File: config.mk
export PLATFORM = sky130hd
export DESIGN_NAME = dram_video_arb
export DESIGN_NICKNAME = d
export VERILOG_FILES = /design/src/rtl/dram_arb_pkg.sv /design/src/rtl/dram_slot_seq.sv /design/src/rtl/dram_addr_mux.sv /design/src/rtl/dram_rd_capture.sv /design/src/rtl/dram_video_arb.sv
export SDC_FILE = /design/constraint.sdc
export NUM_CORES = 1
export LEC_CHECK = 0
export ABC_CLOCK_PERIOD_IN_PS = 2700
export BUFFER_PORTS_ARGS = -buffer_cell sky130_fd_sc_hd__buf_2
export CELL_PAD_IN_SITES_DETAIL_PLACEMENT = 1
export CELL_PAD_IN_SITES_GLOBAL_PLACEMENT = 1
export CORE_UTILIZATION = 29
export DETAILED_ROUTE_END_ITERATION = 16
export PLACE_DENSITY_LB_ADDON = 0.08
export REMOVE_ABC_BUFFERS = 1
export SKIP_LAST_GASP = 1
export SLEW_MARGIN = 0
export SYNTH_ARGS = -nofsm -noshare
export SYNTH_HDL_FRONTEND = slang
export SYNTH_HIERARCHICAL = 1
export SYNTH_SLANG_ARGS = --single-unit
File: constraint.sdc
create_clock -name clk -period 2.7 [get_ports clk]
set_input_delay 0.135 -clock clk [delete_from_list [all_inputs] [get_ports clk]]
set_output_delay 0.135 -clock clk [all_outputs]
set_load 0.02 [all_outputs]
File: src/rtl/dram_arb_pkg.sv
package dram_arb_pkg;

  // Position of a tick within a four-tick slot.
  typedef enum logic [1:0] {
    PH_PRE = 2'd0,  // row strobe high, precharge
    PH_ROW = 2'd1,  // row strobe low, row address held
    PH_COL = 2'd2,  // column address presented
    PH_XFR = 2'd3   // column strobe low, data valid
  } phase_t;

  localparam int unsigned TICKS_PER_SLOT = 4;
  localparam int unsigned SLOTS_PER_PERIOD = 2;

  function automatic logic row_strobe_on(phase_t p);
    return p != PH_PRE;
  endfunction

  function automatic logic col_strobe_on(phase_t p);
    return p == PH_XFR;
  endfunction

  function automatic logic column_half(phase_t p);
    return (p == PH_COL) || (p == PH_XFR);
  endfunction

endpackage

File: src/rtl/dram_slot_seq.sv
module dram_slot_seq
  import dram_arb_pkg::*;
(
  input  logic   clk,
  input  logic   rst_n,
  output phase_t phase,
  output logic   vid_slot,
  output logic   slot_end
);
  localparam int unsigned TICK_W = $clog2(TICKS_PER_SLOT * SLOTS_PER_PERIOD);

  logic [TICK_W-1:0] tick_q;

  always_ff @(posedge clk or negedge rst_n) begin
    if (!rst_n) tick_q <= '0;
    else        tick_q <= tick_q + 1'b1;
  end

  assign phase    = phase_t'(tick_q[1:0]);
  assign vid_slot = tick_q[TICK_W-1];
  assign slot_end = (phase == PH_XFR);

  AST_SLOT_FLIP: assert property (@(posedge clk) disable iff (!rst_n)
    $past(slot_end) |-> (vid_slot != $past(vid_slot)));
endmodule

File: src/rtl/dram_addr_mux.sv
module dram_addr_mux
  import dram_arb_pkg::*;
#(
  parameter int unsigned ROW_W  = 8,
  parameter int unsigned DATA_W = 8
) (
  input  phase_t              phase,
  input  logic                vid_slot,
  input  logic                cpu_req,
  input  logic                cpu_we,
  input  logic [2*ROW_W-1:0]  cpu_addr,
  input  logic [DATA_W-1:0]   cpu_wdata,
  input  logic [2*ROW_W-1:0]  scan_addr,
  output logic                ras_n,
  output logic                cas_n,
  output logic                we_n,
  output logic [ROW_W-1:0]    addr,
  output logic [DATA_W-1:0]   dq_o,
  output logic                dq_oe
);
  localparam int unsigned AW = 2 * ROW_W;

  function automatic logic [ROW_W-1:0] row_part(logic [AW-1:0] a);
    return a[ROW_W-1:0];
  endfunction

  function automatic logic [ROW_W-1:0] col_part(logic [AW-1:0] a);
    return a[AW-1:ROW_W];
  endfunction

  logic [AW-1:0] src_addr;
  logic          cpu_write_now;

  assign src_addr      = vid_slot ? scan_addr : cpu_addr;
  assign cpu_write_now = !vid_slot && cpu_req && cpu_we && column_half(phase);

  always_comb begin
    ras_n = !row_strobe_on(phase);
    cas_n = !col_strobe_on(phase);
    addr  = column_half(phase) ? col_part(src_addr) : row_part(src_addr);
    we_n  = !cpu_write_now;
    dq_oe = cpu_write_now;
    dq_o  = cpu_wdata;
  end

  AST_CAS_UNDER_RAS: assert property (@(posedge phase[0])
    !cas_n |-> !ras_n);
endmodule

File: src/rtl/dram_rd_capture.sv
module dram_rd_capture #(
  parameter int unsigned DATA_W = 8
) (
  input  logic              clk,
  input  logic              rst_n,
  input  logic              slot_end,
  input  logic              vid_slot,
  input  logic              cpu_req,
  input  logic              cpu_we,
  input  logic [DATA_W-1:0] dq_i,
  output logic [DATA_W-1:0] cpu_rdata,
  output logic [DATA_W-1:0] vid_data,
  output logic              cpu_cap_ev,
  output logic              vid_cap_ev
);
  assign cpu_cap_ev = slot_end && !vid_slot && cpu_req && !cpu_we;
  assign vid_cap_ev = slot_end && vid_slot;

  always_ff @(posedge clk or negedge rst_n) begin
    if (!rst_n) begin
      cpu_rdata <= '0;
      vid_data  <= '0;
    end else begin
      if (cpu_cap_ev) cpu_rdata <= dq_i;
      if (vid_cap_ev) vid_data  <= dq_i;
    end
  end

  AST_RDATA_HOLD: assert property (@(posedge clk) disable iff (!rst_n)
    !$past(cpu_cap_ev) |-> $stable(cpu_rdata));
  AST_VDATA_HOLD: assert property (@(posedge clk) disable iff (!rst_n)
    !$past(vid_cap_ev) |-> $stable(vid_data));
endmodule

File: src/rtl/dram_video_arb.sv
module dram_video_arb
  import dram_arb_pkg::*;
#(
  parameter int unsigned ROW_W  = 8,
  parameter int unsigned DATA_W = 8
) (
  input  logic                clk,
  input  logic                rst_n,
  input  logic                cpu_req,
  input  logic                cpu_we,
  input  logic [2*ROW_W-1:0]  cpu_addr,
  input  logic [DATA_W-1:0]   cpu_wdata,
  output logic [DATA_W-1:0]   cpu_rdata,
  output logic                cpu_slot,
  input  logic [2*ROW_W-1:0]  scan_addr,
  output logic [DATA_W-1:0]   vid_data,
  output logic                dram_ras_n,
  output logic                dram_cas_n,
  output logic                dram_we_n,
  output logic [ROW_W-1:0]    dram_addr,
  output logic [DATA_W-1:0]   dram_dq_o,
  output logic                dram_dq_oe,
  input  logic [DATA_W-1:0]   dram_dq_i
);
  phase_t phase;
  logic   vid_slot;
  logic   slot_end;
  logic   cpu_cap_ev;
  logic   vid_cap_ev;

  dram_slot_seq u_seq (
    .clk      (clk),
    .rst_n    (rst_n),
    .phase    (phase),
    .vid_slot (vid_slot),
    .slot_end (slot_end)
  );

  dram_addr_mux #(.ROW_W(ROW_W), .DATA_W(DATA_W)) u_mux (
    .phase     (phase),
    .vid_slot  (vid_slot),
    .cpu_req   (cpu_req),
    .cpu_we    (cpu_we),
    .cpu_addr  (cpu_addr),
    .cpu_wdata (cpu_wdata),
    .scan_addr (scan_addr),
    .ras_n     (dram_ras_n),
    .cas_n     (dram_cas_n),
    .we_n      (dram_we_n),
    .addr      (dram_addr),
    .dq_o      (dram_dq_o),
    .dq_oe     (dram_dq_oe)
  );

  dram_rd_capture #(.DATA_W(DATA_W)) u_cap (
    .clk        (clk),
    .rst_n      (rst_n),
    .slot_end   (slot_end),
    .vid_slot   (vid_slot),
    .cpu_req    (cpu_req),
    .cpu_we     (cpu_we),
    .dq_i       (dram_dq_i),
    .cpu_rdata  (cpu_rdata),
    .vid_data   (vid_data),
    .cpu_cap_ev (cpu_cap_ev),
    .vid_cap_ev (vid_cap_ev)
  );

  assign cpu_slot = !vid_slot;

  AST_WE_CPU_ONLY: assert property (@(posedge clk) disable iff (!rst_n)
    !dram_we_n |-> cpu_slot);
  AST_ONE_CAPTURE: assert property (@(posedge clk) disable iff (!rst_n)
    $onehot0({cpu_cap_ev, vid_cap_ev}));
  AST_VCAP_IN_CAS: assert property (@(posedge clk) disable iff (!rst_n)
    vid_cap_ev |-> !dram_cas_n);
  AST_CCAP_NO_WE: assert property (@(posedge clk) disable iff (!rst_n)
    cpu_cap_ev |-> (dram_we_n && !dram_cas_n));
endmodule

=== Word-level counts from Yosys, hierarchy flattened ===
Index checks and enable logic that the tools add are counted.

* Register bits after elaboration: 19
* Input port bits: 52
* Output and inout bits: 37
* Logic and storage cells: 22

* Add/subtract/negate cells: 1
* Eq/ne operators: 2
* Mux-type cells: 2
* Reduce and logical (&&, ||, !) cells: 14

{| class="wikitable"
|+ Operator list
! kind !! number
|-
| $mux 16 || 1
|-
| $mux 8 || 1
|-
| $logic_and 1x1->1 || 7
|-
| $logic_not 1->1 || 5
|-
| $eq 2x2->1 const B || 2
|-
| $add 3x1->3 const B || 1
|-
| $reduce_bool 2->1 || 1
|-
| $logic_or 1x1->1 || 1
|}

=== Depth between registers and ports, before layout ===
* Word-level depth: 5
* Depth in mapped cells: 4
* Mapped depth without buffers: 3

=== Hierarchy ===
Netlist, hierarchy kept.

{| class="wikitable"
|+ By module, submodules not included
! module !! times used !! cells an instance !! area an instance (µm²) !! sequential area each (µm²)
|-
| dram_rd_capture || 1 || 36 || 641.9 || 400.4
|-
| dram_addr_mux || 1 || 22 || 284.0 || 0.0
|-
| dram_slot_seq || 1 || 6 || 100.1 || 75.1
|-
| dram_video_arb || 1 || 1 || 3.8 || 0.0
|}

=== Worst setup path after synthesis ===
OpenSTA, ideal clock, no wires.

* Path kind: reg2reg
* Start point: register u_seq.tick_q[0]
* End point: register u_cap.cpu_rdata[0]
* Library setup time: 125 ps
* Arrival time: 1245 ps
* Required time: 2575 ps
* Setup slack: 1330 ps
* Cell stages (with the launch flop): 5
* Buffers on the path: 1
* Period minus slack after synthesis: 1370 ps
* Path through: dfrtp_1 ha_1 and4bb_1 buf_6 mux2_4

* Word-level cells in the longest chain between the ends: 4

{| class="wikitable"
|+ RTL lines
! what !! RTL line !! text
|-
| start, declared || dram_slot_seq.sv:12 || <nowiki>logic [TICK_W-1:0] tick_q;</nowiki>
|-
| start signal, assigned || dram_slot_seq.sv:16 || <nowiki>else tick_q <= tick_q + 1'b1;</nowiki>
|-
| $eq 2x2->1 || dram_slot_seq.sv:21 || <nowiki>assign slot_end = (phase == PH_XFR);</nowiki>
|-
| via slot_end || dram_video_arb.sv:27 || <nowiki>logic slot_end;</nowiki>
|-
| $logic_and 1x1->1 (3 in a row) || dram_rd_capture.sv:16 || <nowiki>assign cpu_cap_ev = slot_end && !vid_slot && cpu_req && !cpu_we;</nowiki>
|-
| via cpu_cap_ev || dram_video_arb.sv:28 || <nowiki>logic cpu_cap_ev;</nowiki>
|-
| end signal, assigned || dram_rd_capture.sv:24 || <nowiki>if (cpu_cap_ev) cpu_rdata <= dq_i;</nowiki>
|-
| end, declared || dram_rd_capture.sv:11 || <nowiki>output logic [DATA_W-1:0] cpu_rdata,</nowiki>
|}

The timed path passes the listed nets, and every way through them passes these cells.
A chain may end at the register's enable or synchronous reset.

=== Worst setup path after layout ===
* Start point: register u_seq.tick_q[1]
* End point: register u_cap.cpu_rdata[4]

The elaborated chain is that of the path after synthesis.

==> impl_metrics.xml <==
<?xml version="1.0" encoding="UTF-8"?>
<metrics>
  <group name="routing">
    <metric name="remaining_antenna_violation_count" unit="">0</metric>
    <metric name="drt_first_pass_iters" unit="">2</metric>
    <metric name="detail_route.wl_per_cell" unit="um">13.52</metric>
    <metric name="wl" unit="um">2380</metric>
    <metric name="drc" unit="">0</metric>
    <metric name="detailroute.via_count" unit="">805</metric>
    <metric name="vias_per_inst" unit="">4.574</metric>
    <metric name="drt_first_iter_violations" unit="">18</metric>
  </group>
  <group name="critical_path">
    <metric name="worst-setup-path-type" unit="">flop to flop</metric>
    <metric name="end_kind" unit="">flop</metric>
    <metric name="critPathTopFamily" unit="">flip-flops</metric>
    <metric name="critical-path-max-stage-delay" unit="ns">0.64</metric>
    <metric name="cell_by_cell_listing_of_the_critical_path" unit="">ha_1 &gt; and4bb_1 &gt; mux2_4</metric>
    <metric name="cell_type_of_the_slowest_stage_on_the_worst_timing_path" unit="">sky130_fd_sc_hd__dfrtp_1</metric>
    <metric name="r2r.worst_path.cells" unit="">3</metric>
    <metric name="cp_max_fo" unit="">13</metric>
    <metric name="cp_num_cells" unit="">3</metric>
    <metric name="critical_path_arrival" unit="ns">2.12</metric>
    <metric name="cp.buffers_inverters" unit="">0</metric>
    <metric name="crit_required" unit="ns">2.88</metric>
    <metric name="startpoint_type" unit="">flop</metric>
  </group>
  <group name="global_routing">
    <metric name="grt_use_total" unit="%">12.76</metric>
    <metric name="grt_max_degree" unit="">20</metric>
    <metric name="antenna_found_initial" unit="">0</metric>
    <metric name="first_global_vias" unit="">768</metric>
    <metric name="grt_overflow" unit="">0</metric>
    <metric name="first_pass_grt_wire_length" unit="um">3484</metric>
  </group>
  <group name="pwr">
    <metric name="static-leakage-power" unit="nW">0.7051</metric>
    <metric name="ir_worst_vdd" unit="mV">0.2720</metric>
    <metric name="pwr_density_cell" unit="nW/um^2">424.2</metric>
  </group>
  <group name="cts">
    <metric name="post_cts_hold_buffer_count" unit="">1</metric>
    <metric name="cts-htree-levels" unit="">1</metric>
    <metric name="cts.root.buffer_cell" unit="">sky130_fd_sc_hd__clkbuf_4</metric>
    <metric name="worst_skew_pair.late_latency" unit="ns">0.29</metric>
    <metric name="clock_tree.buffer_depth" unit="">2</metric>
    <metric name="worst_setup_hold_path_clk_slew" unit="ns">0.10</metric>
    <metric name="numClockSinks" unit="">19</metric>
    <metric name="cts_post_setup_buffers_inserted" unit="">0</metric>
    <metric name="number_of_gates_resized_after_cts" unit="">0</metric>
    <metric name="tritoncts_clock_tree" unit="">yes</metric>
    <metric name="tritoncts.num_buffers" unit="">3</metric>
  </group>
  <group name="worst_hold_path">
    <metric name="hp-class" unit="">input port to flop</metric>
    <metric name="hold_depth" unit="">2</metric>
  </group>
  <group name="cells_and_area">
    <metric name="final_util" unit="%">41.44</metric>
    <metric name="diodes" unit="">0</metric>
    <metric name="layout_commonest_cell" unit="">sky130_fd_sc_hd__buf_2</metric>
    <metric name="nets" unit="">184</metric>
    <metric name="flow.area_growth_from_synthesis" unit="%">35.85</metric>
    <metric name="final_cell_mix" unit="">72 x sky130_fd_sc_hd__buf_2, 19 x sky130_fd_sc_hd__dfrtp_1, 8 x sky130_fd_sc_hd__mux2_4, 8 x sky130_fd_sc_hd__mux2_2, 8 x sky130_fd_sc_hd__mux4_2</metric>
    <metric name="drive_above_1_share" unit="%">77.69</metric>
  </group>
  <group name="job">
    <metric name="maxCapViolCount" unit="">0</metric>
  </group>
  <group name="timing">
    <metric name="worstMarginPinSlew" unit="ns">0.6037</metric>
    <metric name="timing.fmax" unit="MHz">514.4</metric>
    <metric name="skew" unit="ns">0.005391</metric>
    <metric name="rsz0062_at_grt" unit="">no</metric>
    <metric name="hold_viol_final" unit="">0</metric>
    <metric name="period_share" unit="%">72.00</metric>
    <metric name="finalMaxSlewViolations" unit="">0</metric>
    <metric name="setup_viol_count_final" unit="">0</metric>
    <metric name="final.min_clock_period" unit="ns">1.944</metric>
    <metric name="fin_setup_tns" unit="ns">0</metric>
    <metric name="timing.slew.headroom" unit="%">59.75</metric>
  </group>
  <group name="synthesis">
    <metric name="post_synth.cell_area_avg" unit="sq um">16.03</metric>
    <metric name="syn-instance-count" unit="">64</metric>
    <metric name="yosys_warnings" unit="">6</metric>
    <metric name="netlist_area" unit="sq um">1026</metric>
  </group>
  <group name="floorplanning">
    <metric name="core_area" unit="sq um">3363</metric>
    <metric name="initial_utilization" unit="%">30.51</metric>
    <metric name="dieArea" unit="sq um">3780</metric>
    <metric name="num_io_pins" unit="">89</metric>
    <metric name="floorplan.rows" unit="">21</metric>
    <metric name="floorplan.die.width" unit="um">61.48</metric>
    <metric name="die-height" unit="um">61.48</metric>
  </group>
  <group name="placement">
    <metric name="finalWeightedCongestion" unit="">0.6400</metric>
    <metric name="numPortBuffers" unit="">72</metric>
  </group>
  <group name="outcome">
    <metric name="result_of_the_run" unit="">finished, final reports clean</metric>
  </group>
</metrics>
area by class of cell:
class | count | area [sq um]
Inverter | 2 | 7.507
Clock inverter | 1 | 5.005
Clock buffer | 3 | 22.52
Sequential cell | 19 | 475.5
Tap cell | 46 | 57.56
Fill cell | 368 | 1969
Timing Repair Buffer | 73 | 370.4
Multi-Input combinational cell | 32 | 455.4
where the power goes:
part	internal (mW)	switching, mW
combinational	0.0718	0.0666
sequential	0.305	0.0115
clock	0.0550	0.0809
total	0.432	0.159
through the flow:
step | hold WS, ns | total power, mW | cell area, sq um | std cells | worst slack (ns)
4_1_cts | 0.06324 | 0.6095 | 1394 | 176 | 0.7114
2_1_floorplan | -0.1606 | 0.3925 | 938.4 | 53 | 0.9954
5_1_grt | 0.06714 | 0.6286 | 1394 | 176 | 0.6208
6_report | 0.08711 | 0.5912 | 1394 | 176 | 0.7559
3_5_place_dp | 0.09812 | 0.4624 | 1356 | 171 | 0.7277
3_3_place_gp | 0.09641 | 0.4595 | 1356 | 171 | 0.7890
flip-flops by register name, indices dropped and copies added, names as in the netlist:
register / flops
u_cap/cpu_rdata: 8
u_cap/vid_data: 8
u_seq/tick_q: 3
routing by layer:
metal	GRT usage [%]	part of all wire, %	wire length (um)
met5	0	0	0
met4	5.714	0.80	19
met3	4.412	12	283
met2	21.04	49	1165
met1	14.98	38	912
worst paths after layout:
check,startpoint,end,slack [ns]
worst max-delay path,u_seq/tick_q[1],u_cap/cpu_rdata[4],0.76
worst min-delay path,dram_dq_i[7],u_cap/cpu_rdata[7],0.09
worst max register to register,u_seq/tick_q[1],u_cap/cpu_rdata[4],0.76
worst min register to register,u_seq/tick_q[0],u_seq/tick_q[0],0.49
max in group asynchronous,rst_n,u_seq/tick_q[0],2.10
min in group asynchronous,rst_n,u_cap/vid_data[1],0.30
(Power assumes the default switching activity.)
